`src/rtl/pwm_quad_pkg.sv`:
```
package pwm_quad_pkg;

    // global register byte addresses
    localparam int unsigned GLB_START  = 32'h004;
    localparam int unsigned GLB_STOP   = 32'h008;
    localparam int unsigned GLB_STATUS = 32'h00C;

    // per-channel window placement
    localparam int unsigned CH_BASE = 32'h200;
    localparam int unsigned CH_SPAN = 32'h020;
    localparam int unsigned WIN_W   = 5;

    // offsets inside a channel window
    localparam logic [4:0] OFS_CFG  = 5'h00;
    localparam logic [4:0] OFS_DUTY = 5'h04;
    localparam logic [4:0] OFS_PER  = 5'h08;
    localparam logic [4:0] OFS_STG  = 5'h10;

    // configuration field positions
    localparam int unsigned CFG_POL_BIT = 9;
    localparam int unsigned CFG_TGT_BIT = 10;

    typedef struct packed {
        logic [3:0] psc;   // prescale exponent
        logic       pol;   // level at start of period
        logic       tgt;   // staging target: 0 duty, 1 period
    } cfg_t;

    typedef enum logic [2:0] {
        SEL_NONE,
        SEL_CFG,
        SEL_DUTY,
        SEL_PER,
        SEL_STG
    } ch_reg_e;

endpackage

```
`src/rtl/pwm_quad_div.sv`:
```
module pwm_quad_div #(
    parameter int unsigned DIV_W = 10
) (
    input  logic             clk,
    input  logic             rst_n,
    output logic [DIV_W-1:0] div_cnt
);

    logic [DIV_W-1:0] cnt_d, cnt_q;

    always_comb begin
        cnt_d = cnt_q + DIV_W'(1);
    end

    always_ff @(posedge clk or negedge rst_n) begin
        if (!rst_n) cnt_q <= '0;
        else        cnt_q <= cnt_d;
    end

    assign div_cnt = cnt_q;

endmodule

```
`src/rtl/pwm_quad_chan.sv`:
```
module pwm_quad_chan
    import pwm_quad_pkg::*;
#(
    parameter int unsigned CNT_W   = 16,
    parameter int unsigned DIV_W   = 10,
    parameter int unsigned PSC_MAX = 10
) (
    input  logic             clk,
    input  logic             rst_n,
    input  logic [DIV_W-1:0] div_cnt,
    input  logic             set_run,
    input  logic             clr_run,
    input  ch_reg_e          wr_sel,
    input  logic [CNT_W-1:0] wr_val,
    input  cfg_t             wr_cfg,
    output logic             pwm_o,
    output logic             run_o,
    output cfg_t             cfg_o,
    output logic [CNT_W-1:0] duty_o,
    output logic [CNT_W-1:0] per_o,
    output logic [CNT_W-1:0] pend_o,
    output logic [CNT_W-1:0] cnt_o
);

    typedef struct packed {
        cfg_t             cfg;
        logic             run;
        logic [CNT_W-1:0] duty;
        logic [CNT_W-1:0] per;
        logic [CNT_W-1:0] cnt;
        logic [CNT_W-1:0] pend_val;
        logic             pend_tgt;
        logic             pend_vld;
    } chan_st_t;

    chan_st_t         st_d, st_q;
    logic [DIV_W-1:0] tick_mask;
    logic             tick;
    logic             at_end;

    always_comb begin
        // tick when the low e divider bits are all ones; reserved e never ticks
        tick_mask = ~({DIV_W{1'b1}} << st_q.cfg.psc);
        tick      = (32'(st_q.cfg.psc) <= PSC_MAX) && ((div_cnt & tick_mask) == tick_mask);
        at_end    = st_q.run && tick &&
                    ((st_q.per == '0) || (st_q.cnt == st_q.per - CNT_W'(1)));

        st_d = st_q;

        if (st_q.run && tick) begin
            st_d.cnt = at_end ? '0 : st_q.cnt + CNT_W'(1);
        end

        // staged value lands only at the period boundary
        if (at_end && st_q.pend_vld) begin
            if (st_q.pend_tgt) st_d.per  = st_q.pend_val;
            else               st_d.duty = st_q.pend_val;
            st_d.pend_vld = 1'b0;
        end

        unique case (wr_sel)
            SEL_CFG:  st_d.cfg = wr_cfg;
            SEL_DUTY: if (!st_q.run) st_d.duty = wr_val;
            SEL_PER:  if (!st_q.run) st_d.per  = wr_val;
            SEL_STG: begin
                if (st_q.run) begin
                    st_d.pend_val = wr_val;
                    st_d.pend_tgt = st_q.cfg.tgt;
                    st_d.pend_vld = 1'b1;
                end else if (st_q.cfg.tgt) begin
                    st_d.per = wr_val;
                end else begin
                    st_d.duty = wr_val;
                end
            end
            default: ;
        endcase

        if (set_run) st_d.run = 1'b1;
        if (clr_run) begin
            st_d.run      = 1'b0;
            st_d.cnt      = '0;
            st_d.pend_vld = 1'b0;
        end
    end

    always_ff @(posedge clk or negedge rst_n) begin
        if (!rst_n) st_q <= '0;
        else        st_q <= st_d;
    end

    assign pwm_o  = st_q.cfg.pol ^ (st_q.run && (st_q.per != '0) && (st_q.cnt >= st_q.duty));
    assign run_o  = st_q.run;
    assign cfg_o  = st_q.cfg;
    assign duty_o = st_q.duty;
    assign per_o  = st_q.per;
    assign pend_o = st_q.pend_val;
    assign cnt_o  = st_q.cnt;

endmodule

```
`src/rtl/pwm_quad.sv`:
```
module pwm_quad
    import pwm_quad_pkg::*;
#(
    parameter int unsigned NUM_CH  = 4,
    parameter int unsigned ADDR_W  = 12,
    parameter int unsigned CNT_W   = 16,
    parameter int unsigned PSC_MAX = 10
) (
    input  logic              clk,
    input  logic              rst_n,
    input  logic [ADDR_W-1:0] bus_addr,
    input  logic              bus_we,
    input  logic [31:0]       bus_wdata,
    output logic [31:0]       bus_rdata,
    output logic [NUM_CH-1:0] pwm_out
);

    localparam int unsigned DIV_W    = PSC_MAX;
    localparam int unsigned CH_IDX_W = (NUM_CH > 1) ? $clog2(NUM_CH) : 1;
    localparam int unsigned WIN_TOP  = NUM_CH * CH_SPAN;

    logic [DIV_W-1:0]    div_cnt;
    logic [ADDR_W-1:0]   rel;
    logic                in_ch;
    logic [CH_IDX_W-1:0] ch_idx;
    logic [WIN_W-1:0]    ofs;
    logic                start_hit, stop_hit;
    ch_reg_e             reg_sel;
    cfg_t                wr_cfg;
    cfg_t                rd_cfg;
    logic                unused_wdata_hi;

    cfg_t             cfg_arr  [NUM_CH];
    logic [CNT_W-1:0] duty_arr [NUM_CH];
    logic [CNT_W-1:0] per_arr  [NUM_CH];
    logic [CNT_W-1:0] pend_arr [NUM_CH];
    logic [CNT_W-1:0] cnt_arr  [NUM_CH];
    logic [NUM_CH-1:0] run_vec;
    logic [NUM_CH-1:0] pol_vec;

    pwm_quad_div #(.DIV_W(DIV_W)) u_div (
        .clk     (clk),
        .rst_n   (rst_n),
        .div_cnt (div_cnt)
    );

    // address decode
    always_comb begin
        rel       = bus_addr - ADDR_W'(CH_BASE);
        in_ch     = (bus_addr >= ADDR_W'(CH_BASE)) && (rel < ADDR_W'(WIN_TOP));
        ch_idx    = rel[WIN_W +: CH_IDX_W];
        ofs       = rel[WIN_W-1:0];
        start_hit = bus_we && (bus_addr == ADDR_W'(GLB_START));
        stop_hit  = bus_we && (bus_addr == ADDR_W'(GLB_STOP));
        reg_sel   = SEL_NONE;
        if (bus_we && in_ch) begin
            unique case (ofs)
                OFS_CFG:  reg_sel = SEL_CFG;
                OFS_DUTY: reg_sel = SEL_DUTY;
                OFS_PER:  reg_sel = SEL_PER;
                OFS_STG:  reg_sel = SEL_STG;
                default:  reg_sel = SEL_NONE;
            endcase
        end
        wr_cfg.psc = bus_wdata[3:0];
        wr_cfg.pol = bus_wdata[CFG_POL_BIT];
        wr_cfg.tgt = bus_wdata[CFG_TGT_BIT];
    end

    assign unused_wdata_hi = ^bus_wdata[31:CNT_W];

    for (genvar gi = 0; gi < NUM_CH; gi++) begin : g_ch
        ch_reg_e sel_i;
        assign sel_i = (ch_idx == CH_IDX_W'(gi)) ? reg_sel : SEL_NONE;

        pwm_quad_chan #(
            .CNT_W   (CNT_W),
            .DIV_W   (DIV_W),
            .PSC_MAX (PSC_MAX)
        ) u_chan (
            .clk     (clk),
            .rst_n   (rst_n),
            .div_cnt (div_cnt),
            .set_run (start_hit && bus_wdata[gi]),
            .clr_run (stop_hit && bus_wdata[gi]),
            .wr_sel  (sel_i),
            .wr_val  (bus_wdata[CNT_W-1:0]),
            .wr_cfg  (wr_cfg),
            .pwm_o   (pwm_out[gi]),
            .run_o   (run_vec[gi]),
            .cfg_o   (cfg_arr[gi]),
            .duty_o  (duty_arr[gi]),
            .per_o   (per_arr[gi]),
            .pend_o  (pend_arr[gi]),
            .cnt_o   (cnt_arr[gi])
        );

        assign pol_vec[gi] = cfg_arr[gi].pol;
    end

    // read mux
    always_comb begin
        bus_rdata = '0;
        rd_cfg    = cfg_arr[ch_idx];
        if (bus_addr == ADDR_W'(GLB_STATUS)) begin
            bus_rdata[NUM_CH-1:0] = run_vec;
        end else if (in_ch) begin
            unique case (ofs)
                OFS_CFG:  bus_rdata = {21'b0, rd_cfg.tgt, rd_cfg.pol, 5'b0, rd_cfg.psc};
                OFS_DUTY: bus_rdata = {{(32-CNT_W){1'b0}}, duty_arr[ch_idx]};
                OFS_PER:  bus_rdata = {{(32-CNT_W){1'b0}}, per_arr[ch_idx]};
                OFS_STG:  bus_rdata = {{(32-CNT_W){1'b0}}, pend_arr[ch_idx]};
                default:  bus_rdata = '0;
            endcase
        end
    end

endmodule

```
`config.mk`:
```
export PLATFORM = sky130hd
export DESIGN_NAME = pwm_quad
export DESIGN_NICKNAME = d
export VERILOG_FILES = /design/src/rtl/pwm_quad_pkg.sv /design/src/rtl/pwm_quad_div.sv /design/src/rtl/pwm_quad_chan.sv /design/src/rtl/pwm_quad.sv
export SDC_FILE = /design/constraint.sdc
export NUM_CORES = 1
export LEC_CHECK = 0
export BUFFER_PORTS_ARGS = -buffer_cell sky130_fd_sc_hd__buf_4
export CAP_MARGIN = 25
export CORE_ASPECT_RATIO = 0.5
export CORE_MARGIN = 2
export CORE_UTILIZATION = 60
export DETAILED_ROUTE_END_ITERATION = 10
export GPL_TIMING_DRIVEN = 0
export HOLD_SLACK_MARGIN = 0.12
export PLACE_DENSITY = 0.84
export SKIP_LAST_GASP = 1
export SLEW_MARGIN = 20
export SYNTH_ARGS = -nofsm -noshare
export SYNTH_HDL_FRONTEND = slang
export SYNTH_HIERARCHICAL = 1
export SYNTH_SLANG_ARGS = --single-unit
```
`constraint.sdc`:
```
create_clock -name clk -period 3.9 [get_ports clk]
set_input_delay 0.195 -clock clk [delete_from_list [all_inputs] [get_ports clk]]
set_output_delay 0.195 -clock clk [all_outputs]
set_load 0.1 [all_outputs]
```
==> impl_metrics.ini <==
[drt]
wl_per_cell_um = 25.21
via_count = 22000
firstDrtPassIters = 8
wl_met1_um = 33210
viasPerCell = 6.728
ant_nets = 0
drtIter0Drc = 3293
met3_length_um = 12190
totalWireLength_um = 82430
wl_met2_um = 32990
top_layer = met5
route.detailed.drc = 0

[sta]
worst_slew_margin_rel_pct = 33.06
hold_viol = 0
fin_skew_ns = 0.02621
setup_viol = 1
finalCriticalPeriod_ns = 3.946
worst_slack_ns = -0.04633
rsz0062_at_grt = true
final-max-slew-violation-count = 0
tightest_slew_ns = 1.004
fmax_mhz = 253.4
period_share_pct = 101.2

[clock_tree]
insertion_delay_ns = 0.60
clk_path_buf_depth = 3
cts_tree = built
cts_root_buf = clkbuf_16
htree_levels = 1
clkTransAtPathRegs_ns = 0.07
numCtsBuffers = 30
clock-sinks = 302

[floorplan]
ioPinCount = 83
core_area_mm2 = 0.03873
dieArea_mm2 = 0.04086
start_util_pct = 60.66
die-height_um = 143.9
num_rows = 51
die_x_um = 283.9

[placement]
place_congestion = 1.057
dpl.hpwl_um = 60120
post-place-cells = 3192
io_buffers = 46

[global_routing]
grt_use_total_pct = 39.69
antenna_found_initial = 9
grt_overflow = 0
grt_start_max_net_pins = 95
grt_pass1_wl_um = 123800
grt_pass1_vias = 20220

[min_path]
hold_class = input port to async pin

[outcome]
violations = negative setup slack
status = complete, but fails checks

[synthesis]
yosys_warnings = 6
syn-cell-area_mm2 = 0.02350
syn_inst = 2598
syn_avg_cell_area_um2 = 9.044

[final_layout]
final_util_pct = 67.12
layout-drive-gt1-share_pct = 20.67
fin_nets = 2832
fill_cells = 3016
synthToLayoutAreaGrowth_pct = 10.64
final_cells = 3270

[worst_setup_path]
worst-r2r-cell-count = 10
critPathRequiredTime_ns = 3.70
worstPathMaxFanout = 9
worstPathArrival_ns = 3.75
worstSetupEndpointType = primary output
path_class = register to primary output
startpoint_type = register

[power]
p_leak_uw = 0.01181
powerDensity_mw_per_mm2 = 269.8
peakVddDrop_mv = 0.4176

[run]
cap_violations = 0
-- worst max-delay path: stages (launching register included) --
cell and delay, ns:
dfrtp_1 0.38, clkbuf_1 0.46, nor2_1 0.23, nand4_4 0.16, or3b_2 0.12, clkbuf_1 0.33, nand2_1 0.12, or3_1 0.38
o22ai_1 0.30, xor2_1 0.32, buf_4 0.35
-- where the power goes --
group	switching (uW)	internal, uW	total, uW
registers	26.1	3150	3170
clock network	1390	2000	3390
logic	314	136	451
total	1730	5280	7010
-- cells in the final DEF (no fill, tap or decap), types with 13 or more instances in the layout --
cell type        n
a21o_1          26
a21oi_1        116
a221o_1         18
a22o_1          40
a22oi_1         46
a31oi_1         90
and2_1          20
and3_1          62
and4_1          17
and4b_1         19
buf_2           17
buf_4          290
clkbuf_1        98
clkbuf_16       31
conb_1          16
dfrtp_1        298
dlygate4sd3_1   17
ha_1            74
inv_1          118
mux2_2          85
mux4_1          13
mux4_2          41
nand2_1        109
nand2b_1        25
nand3_1         75
nand4_1         79
nor2_1         167
nor2b_1        100
nor3_1          53
nor3b_1         28
nor4_1          26
o21ai_0        129
o21ai_1         52
o31ai_1         19
xnor2_1         38
xor2_1          41
-- routing by layer --
| layer | vias up | GRT usage (%) |
|---|---|---|
| met1 | 10550 | 55.19 |
| met2 | 1554 | 56.69 |
| met3 | 314 | 13.27 |
| met4 | 8 | 16.40 |
| met5 | - | 0 |
| li1 | 9579 | - |
-- through the flow --
stage	hold WS (ns)	total power (uW)	worst slack, ns	setup TNS (ns)	cell area (um2)
global route	0.1458	7137	-0.1180	-0.1180	25980
CTS	0.1211	6982	-0.1073	-0.1073	25950
detailed placement	0.1414	3652	-0.1499	-1.245	24660
floorplan	-0.1006	3442	0.1312	0	23550
finish	0.1053	7013	-0.04633	-0.04633	26000
global placement	0.5360	3635	-0.1148	-16.60	24560
-- final timing paths --
| check | endpoint | start | slack (ns) |
|---|---|---|---|
| min reg2reg | g_ch[0].u_chan/pend_o[1]$_DFFE_PN0P_ | g_ch[0].u_chan/pend_o[1]$_DFFE_PN0P_ | 0.57 |
| min | g_ch[2].u_chan/cnt_o[4]$_DFFE_PN0P_ | rst_n | 0.11 |
| min in group clk | g_ch[3].u_chan/run_o$_DFFE_PN0P_ | bus_we | 0.45 |
| max reg2reg | g_ch[1].u_chan/per_o[4]$_DFF_PN0_ | u_div/div_cnt[0]$_DFF_PN0_ | 0.19 |
| max in group asynchronous | g_ch[1].u_chan/cnt_o[11]$_DFFE_PN0P_ | rst_n | 2.50 |
| max | pwm_out[2] | g_ch[2].u_chan/per_o[9]$_DFF_PN0_ | -0.05 |
-- state kept, by name, summed over array words and instances (netlist names) --
signal              count
g_ch.u_chan/st_q        8
g_ch.u_chan/cfg_o      24
g_ch.u_chan/per_o      64
g_ch.u_chan/duty_o     64
g_ch.u_chan/run_o       4
u_div/div_cnt          10
g_ch.u_chan/cnt_o      64
g_ch.u_chan/pend_o     64
-- what timing repair did --
item / 4_1_cts / 5_1_grt
hold buffers: 17 / 0
hold endpoints to repair: 411 / 0
gates resized for setup: 0 / 5
buffers inserted: 0 / 2
pin swaps: 0 / 1
setup endpoints to repair: 2 / 24
-- area by class of cell --
type | instances | area, um2 | share of cell area [%]
multi-input combinational | 1807 | 13060 | 50.23
sequential | 302 | 7562 | 29.09
buffer | 383 | 2507 | 9.645
clock buffer | 35 | 800.8 | 3.080
tap | 530 | 663.1 | 2.551
timing repair buffer | 69 | 625.6 | 2.406
inverter | 118 | 442.9 | 1.704
clock inverter | 20 | 322.8 | 1.242
antenna | 6 | 15.01 | 0.05775
Note: power is estimated with default switching activity, not from simulation.
